`config.mk`:
```
export PLATFORM = sky130hd
export DESIGN_NAME = varlat_skip_adder
export DESIGN_NICKNAME = d
export VERILOG_FILES = /design/src/rtl/vlsa_pkg.sv /design/src/rtl/vlsa_ci_stage.sv /design/src/rtl/vlsa_bk_nucleus.sv /design/src/rtl/vlsa_datapath.sv /design/src/rtl/varlat_skip_adder.sv
export SDC_FILE = /design/constraint.sdc
export NUM_CORES = 1
export LEC_CHECK = 0
export ABC_AREA = 0
export BUFFER_PORTS_ARGS = -buffer_cell sky130_fd_sc_hd__clkbuf_2
export CAP_MARGIN = 20
export CORE_MARGIN = 4
export CORE_UTILIZATION = 35
export DETAILED_ROUTE_END_ITERATION = 10
export PLACE_DENSITY = 0.62
export SLEW_MARGIN = 10
export SYNTH_ARGS = -nofsm -noshare
export SYNTH_HDL_FRONTEND = slang
export SYNTH_SLANG_ARGS = --single-unit
```
`constraint.sdc`:
```
create_clock -name clk -period 4.75 [get_ports clk]
set_input_delay 0.95 -clock clk [delete_from_list [all_inputs] [get_ports clk]]
set_output_delay 0.95 -clock clk [all_outputs]
set_load 0.01 [all_outputs]
```
`src/rtl/vlsa_pkg.sv`:
```
package vlsa_pkg;
    typedef enum logic [0:0] {
        ST_IDLE    = 1'b0,
        ST_STRETCH = 1'b1
    } vlsa_state_e;
endpackage

```
`src/rtl/vlsa_ci_stage.sv`:
```
// Skip stage: zero-carry ripple, incrementer for the real carry, AND-OR skip.
module vlsa_ci_stage #(
    parameter int W = 4
) (
    input  logic [W-1:0] opa,
    input  logic [W-1:0] opb,
    input  logic         c_in,
    output logic [W-1:0] s_out,
    output logic         c_out
);
    logic [W:0]   rc;
    logic [W-1:0] s_zero;
    logic [W-1:0] prop;
    logic         grp_p;

    assign rc[0] = 1'b0;
    assign prop  = opa ^ opb;

    for (genvar i = 0; i < W; i++) begin : g_rip
        assign s_zero[i] = prop[i] ^ rc[i];
        assign rc[i+1]   = (opa[i] & opb[i]) | (prop[i] & rc[i]);
    end

    assign grp_p = &prop;
    assign s_out = s_zero + {{(W-1){1'b0}}, c_in};
    assign c_out = rc[W] | (grp_p & c_in);
endmodule

```
`src/rtl/vlsa_bk_nucleus.sv`:
```
// Brent-Kung prefix nucleus; all_p doubles as skip select and slow predictor.
module vlsa_bk_nucleus #(
    parameter int W = 8
) (
    input  logic [W-1:0] opa,
    input  logic [W-1:0] opb,
    input  logic         c_in,
    output logic [W-1:0] s_out,
    output logic         c_out,
    output logic         all_p
);
    localparam int LG = $clog2(W);

    logic [W-1:0] pre_p;
    logic [W-1:0] pre_g;
    logic [W-1:0] pfx_p;
    logic [W-1:0] pfx_g;
    logic [W-1:0] cy;

    assign pre_p = opa ^ opb;
    assign pre_g = opa & opb;

    always_comb begin
        logic [W-1:0] gp;
        logic [W-1:0] pp;
        gp = pre_g;
        pp = pre_p;
        // up-sweep: longest span finished first
        for (int lv = 0; lv < LG; lv++) begin
            for (int i = (2 << lv) - 1; i < W; i += (2 << lv)) begin
                gp[i] = gp[i] | (pp[i] & gp[i - (1 << lv)]);
                pp[i] = pp[i] & pp[i - (1 << lv)];
            end
        end
        // down-sweep: fill in the intermediate spans
        for (int lv = LG - 2; lv >= 0; lv--) begin
            for (int i = 3 * (1 << lv) - 1; i < W; i += (2 << lv)) begin
                gp[i] = gp[i] | (pp[i] & gp[i - (1 << lv)]);
                pp[i] = pp[i] & pp[i - (1 << lv)];
            end
        end
        pfx_g = gp;
        pfx_p = pp;
    end

    assign cy[0] = c_in;
    for (genvar i = 1; i < W; i++) begin : g_cy
        assign cy[i] = pfx_g[i-1] | (pfx_p[i-1] & c_in);
    end

    assign all_p = pfx_p[W-1];
    assign c_out = all_p ? c_in : pfx_g[W-1];
    assign s_out = pre_p ^ cy;
endmodule

```
`src/rtl/vlsa_datapath.sv`:
```
// Lower skip stages, prefix nucleus, upper skip stages.
module vlsa_datapath #(
    parameter int SEG_W   = 4,
    parameter int LO_SEGS = 3,
    parameter int HI_SEGS = 3,
    parameter int NUC_W   = 8
) (
    input  logic [SEG_W*(LO_SEGS+HI_SEGS)+NUC_W-1:0] opa,
    input  logic [SEG_W*(LO_SEGS+HI_SEGS)+NUC_W-1:0] opb,
    input  logic                                     c_in,
    output logic [SEG_W*(LO_SEGS+HI_SEGS)+NUC_W-1:0] s_out,
    output logic                                     c_out,
    output logic                                     predict
);
    localparam int NUC_LO = SEG_W * LO_SEGS;
    localparam int HI_LO  = NUC_LO + NUC_W;

    logic [LO_SEGS:0] lo_c;
    logic [HI_SEGS:0] hi_c;

    assign lo_c[0] = c_in;

    for (genvar s = 0; s < LO_SEGS; s++) begin : g_lo
        vlsa_ci_stage #(.W(SEG_W)) u_stg (
            .opa  (opa[s*SEG_W +: SEG_W]),
            .opb  (opb[s*SEG_W +: SEG_W]),
            .c_in (lo_c[s]),
            .s_out(s_out[s*SEG_W +: SEG_W]),
            .c_out(lo_c[s+1])
        );
    end

    vlsa_bk_nucleus #(.W(NUC_W)) u_nuc (
        .opa  (opa[NUC_LO +: NUC_W]),
        .opb  (opb[NUC_LO +: NUC_W]),
        .c_in (lo_c[LO_SEGS]),
        .s_out(s_out[NUC_LO +: NUC_W]),
        .c_out(hi_c[0]),
        .all_p(predict)
    );

    for (genvar s = 0; s < HI_SEGS; s++) begin : g_hi
        vlsa_ci_stage #(.W(SEG_W)) u_stg (
            .opa  (opa[HI_LO + s*SEG_W +: SEG_W]),
            .opb  (opb[HI_LO + s*SEG_W +: SEG_W]),
            .c_in (hi_c[s]),
            .s_out(s_out[HI_LO + s*SEG_W +: SEG_W]),
            .c_out(hi_c[s+1])
        );
    end

    assign c_out = hi_c[HI_SEGS];
endmodule

```
`src/rtl/varlat_skip_adder.sv`:
```
module varlat_skip_adder
    import vlsa_pkg::*;
#(
    parameter int SEG_W   = 4,
    parameter int LO_SEGS = 3,
    parameter int HI_SEGS = 3,
    parameter int NUC_W   = 8,
    localparam int DW     = SEG_W * (LO_SEGS + HI_SEGS) + NUC_W
) (
    input  logic          clk,
    input  logic          rst_n,
    input  logic          start,
    input  logic [DW-1:0] a,
    input  logic [DW-1:0] b,
    input  logic          cin,
    output logic [DW-1:0] sum,
    output logic          cout,
    output logic          valid,
    output logic          slow
);
    vlsa_state_e   state, state_nx;
    logic [DW-1:0] held_a, held_b;
    logic          held_c;
    logic [DW-1:0] op_a, op_b;
    logic          op_c;
    logic [DW-1:0] dp_sum;
    logic          dp_cout;
    logic          dp_pred;
    logic          in_stretch;

    assign in_stretch = (state == ST_STRETCH);
    assign op_a = in_stretch ? held_a : a;
    assign op_b = in_stretch ? held_b : b;
    assign op_c = in_stretch ? held_c : cin;

    vlsa_datapath #(
        .SEG_W  (SEG_W),
        .LO_SEGS(LO_SEGS),
        .HI_SEGS(HI_SEGS),
        .NUC_W  (NUC_W)
    ) u_dp (
        .opa    (op_a),
        .opb    (op_b),
        .c_in   (op_c),
        .s_out  (dp_sum),
        .c_out  (dp_cout),
        .predict(dp_pred)
    );

    always_comb begin
        state_nx = state;
        unique case (state)
            ST_IDLE:    if (start && dp_pred) state_nx = ST_STRETCH;
            ST_STRETCH: state_nx = ST_IDLE;
            default:    state_nx = ST_IDLE;
        endcase
    end

    always_ff @(posedge clk or negedge rst_n) begin
        if (!rst_n) state <= ST_IDLE;
        else        state <= state_nx;
    end

    always_ff @(posedge clk or negedge rst_n) begin
        if (!rst_n) begin
            sum    <= '0;
            cout   <= 1'b0;
            valid  <= 1'b0;
            slow   <= 1'b0;
            held_a <= '0;
            held_b <= '0;
            held_c <= 1'b0;
        end else begin
            valid <= 1'b0;
            slow  <= 1'b0;
            unique case (state)
                ST_IDLE: begin
                    if (start && !dp_pred) begin
                        sum   <= dp_sum;
                        cout  <= dp_cout;
                        valid <= 1'b1;
                    end else if (start) begin
                        held_a <= a;
                        held_b <= b;
                        held_c <= cin;
                    end
                end
                ST_STRETCH: begin
                    sum   <= dp_sum;
                    cout  <= dp_cout;
                    valid <= 1'b1;
                    slow  <= 1'b1;
                end
                default: ;
            endcase
        end
    end
endmodule

```
==> implementation parameters <==
Parameter                              Value

Floorplanning
  Row Count ... 47
  Overall die area ... between 15,000 and 20,000 um^2
  IO Count ... just over 100
  Core area ... 16,700 um^2
  Width of the chip ... between 100 and 150 um
  Die outline height ... 139 um
  Initial Utilization ... 0.361

Setup path
  Kind of launch point of the worst setup path ... register
  Crit path buf inv count ... 2
  Type of destination of the critical path ... register
  Cells along the critical path ... mux2_2, ha_1, inv_1, fa_1, inv_1, fa_1, fa_1, nor3_1, o21ai_1, a21oi_1, a31oi_1, a21oi_1, o21bai_1, ha_1, ha_1, xor2_1, a21oi_1
  CP peak stage delay ... around 0.64 ns
  Data arrival, critical path ... about 4.3 ns
  Top delay family on crit path ... adder cells
  Critical path type ... reg2reg
  Master of the slowest instance on the critical path ... dfrtp_4
  Critical path peak fanout ... 21
  Data required time at the worst endpoint ... between 4 and 5 ns
  Slack of the worst reg-to-reg path ... ~0.61 ns

Detailed routing
  Drt via density ... around 4.8
  Pre-Repair DR Iteration Count ... 4
  Wire per inst ... 15.7 um
  Final routed DRC violation total ... 0
  Starting DRC count in detailed routing ... 118
  Wire length after detailed routing ... 13,000 um
  Via count of the routed design ... 3,979
  Post-route ant nets ... 0

Status
  Outcome ... finished, final reports clean

Job
  Maximum Capacitance Violations ... 0

Logic synthesis
  Mean area per synthesized cell ... ~12 um^2
  Most instantiated library cell after synthesis ... dfrtp_1
  Top cells by area in the synthesized netlist ... dfrtp_1 (42%), mux2_2 (13%), ha_1 (9.1%), mux2_1 (7.3%), fa_1 (6.3%)
  Top cell types by occurrence after synthesis ... dfrtp_1 (101), mux2_2 (72), nand2_1 (56)
  Cell accounting for the most synthesized area ... dfrtp_1
  Synth top area share ... 0.420
  Number of enable-type register cells in the synthesized netlist ... 0
  Yosys reg bits ... 101
  Primary FF master, synth ... dfrtp_1
  Share of flip-flops with an asynchronous set or reset ... 1.00
  Synth cell types ... 42
  Sequential-to-total area share from yosys stat ... 0.420
  Number of nets produced by synthesis ... ~640
  Synth Cell Area ... around 6000 um^2
  Cell count after synthesis ... ~510
  Number of synthesis warnings ... 0

Power and ir drop
  Lkg Pwr ... between 3 and 4 nW
  Clock network power share ... 0.317
  Power density over the cells ... roughly 320 nW/um^2
  Cell Int Power ... 1.57 mW
  Share of power burned in registers ... 0.467
  Switching power total ... 643 uW
  Switching Fraction ... 0.290
  Post-layout power ... approximately 2.2 mW
  Maximum VDD drop ... around 0.00016 V
  Combinational fraction of design power ... 0.216

Place
  Placed standard-cell area ... 6740 um^2
  Port bufs ... about 100
  Final estimated routing congestion in global placement ... about 0.76
  Sum of net half-perimeters after detailed placement ... 9770 um
  Cell count after placement ... ~810

Layout
  Layout cell share with drive strength beyond 1 ... 0.325
  Synth-to-layout area growth ... 16.4%
  Total non-filler cell area in the finished layout ... between 7000 and 8000 um^2
  Diode insertion count for antenna repair ... 0
  Post-route non-filler standard cell count ... 829
  Final Net Count ... 736
  Fill cell total of the finished layout ... between 1,500 and 2,000

Timing
  Worst-Margin Slew ... 0.765 ns
  Worst slew margin relative to its limit ... 0.490
  Final worst-path cycle share ... 0.871
  Maximum clock frequency ... roughly 240 MHz
  Final min period ... ~4.1 ns
  Layout Skew ... between 0.009 and 0.01 ns
  Max-slew violation count ... 0
  Final hold violation count ... 0
  Count of final setup violators ... 0
  Unrepaired setup endpoints after global routing ... no
  Fin Setup TNS ... 0 ns

Clock tree
  Clock tree from TritonCTS ... done
  Number of buffers on the longest clock path ... 2
  Post-CTS Setup Repair Bufs ... 0
  Register clock-pin slew on the reported worst setup and hold paths ... approximately 0.07 ns
  Clock latency of the later-clocked register in the worst-skew pair ... between 0.3 and 0.4 ns
  Root buffer cell ... clkbuf_16
  H-tree levels ... 3
  Sink Count ... roughly 100
  Number of instances resized during post-cts repair ... 0
  Quantity of hold-fixing buffers added after cts ... 0
  CTS buffer count ... 9

Global routing
  All-layer global routing usage ... 0.140
  Antenna violations before repair ... 0
  Global-route wire length before repair ... about 22,000 um
  Pin count of the biggest net entering global routing ... between 60 and 70
  Number of global-route vias before repair ... between 4,000 and 5,000
  Grt ovf ... 0

Worst hold path
  Kind of path behind the tightest hold check ... reg2reg
[layout by cell type, fill, tap and decap left out, types with 4 or more instances in the layout]
master | Yosys | layout
clkbuf_16 | 0 | 9
xnor2_1 | 9 | 9
mux2_1 | 39 | 39
nor2_1 | 15 | 15
inv_1 | 39 | 39
ha_1 | 44 | 44
fa_1 | 19 | 19
mux2i_1 | 19 | 19
nand2_1 | 56 | 56
dfrtp_1 | 101 | 100
a21oi_1 | 15 | 15
o21ai_0 | 13 | 13
mux2_2 | 72 | 72
buf_4 | 2 | 5
nand3_1 | 4 | 4
xor2_1 | 9 | 9
clkbuf_2 | 0 | 101
[final timing paths]
path	start	end	cells after the start
worst min register to register	sum[1]	sum[1]	2
max in group asynchronous	rst_n	in_stretch	2
worst min-delay path	sum[1]	sum[1]	2
worst max register to register	in_stretch	sum[30]	17
worst max-delay path	in_stretch	sum[30]	17
min in group asynchronous	rst_n	held_b[10]	1
[registers in the layout (all words and copies together) (netlist names)]
name,cells
held_a,32
held_b,32
sum,32
cout,1
held_c,1
in_stretch,1
slow,1
valid,1
[routing by layer]
metal / GRT usage / share of wire
met4: 0.0417 / 0.011
met1: 0.177 / 0.44
met2: 0.239 / 0.50
met3: 0.0310 / 0.047
met5: 0 / 0
[worst min-delay path: cells and delay by family (launching register included)]
| kind | cells | cell delay (ns) |
|---|---|---|
| flops | 1 | 0.35 |
| simple gates | 2 | 0.10 |
[cells by family after synthesis]
family / count (synthesis) / synth area share
buf+inv: 60 / 0.0478
simple gates: 90 / 0.0673
fa+ha+maj: 63 / 0.155
flops: 101 / 0.420
xor+xnor: 18 / 0.0262
mux: 130 / 0.239
compound gates: 45 / 0.0453
[through the flow]
stage	hold WS (ns)	setup WS (ns)	utilization
after floorplan	0.452	0.641	-
after global placement	0.454	0.387	0.404
after detailed placement	0.464	0.329	0.404
after CTS	0.487	0.559	0.420
after global routing	0.495	0.349	0.420
final	0.478	0.615	0.420
[power by group through the flow]
stage               Clock (mW)  Sequential (mW)  Combinational, mW
finish                   0.702             1.03              0.478
global route             0.756             1.05              0.547
CTS                      0.723             1.04              0.490
detailed placement           0             1.05              0.486
global placement             0             1.05              0.469
floorplan                    0             1.06              0.266
[layout make-up]
cell class	count	area (um^2)	area share
clock inverter	1	7.51	0.00107
sequential	101	2530	0.361
tap	220	275	0.0393
inverter	40	150	0.0214
multi-input combinational	346	3220	0.459
clock buffer	14	264	0.0377
timing repair buffer	107	563	0.0803
No activity file was read; power rests on OpenSTA's default activity.
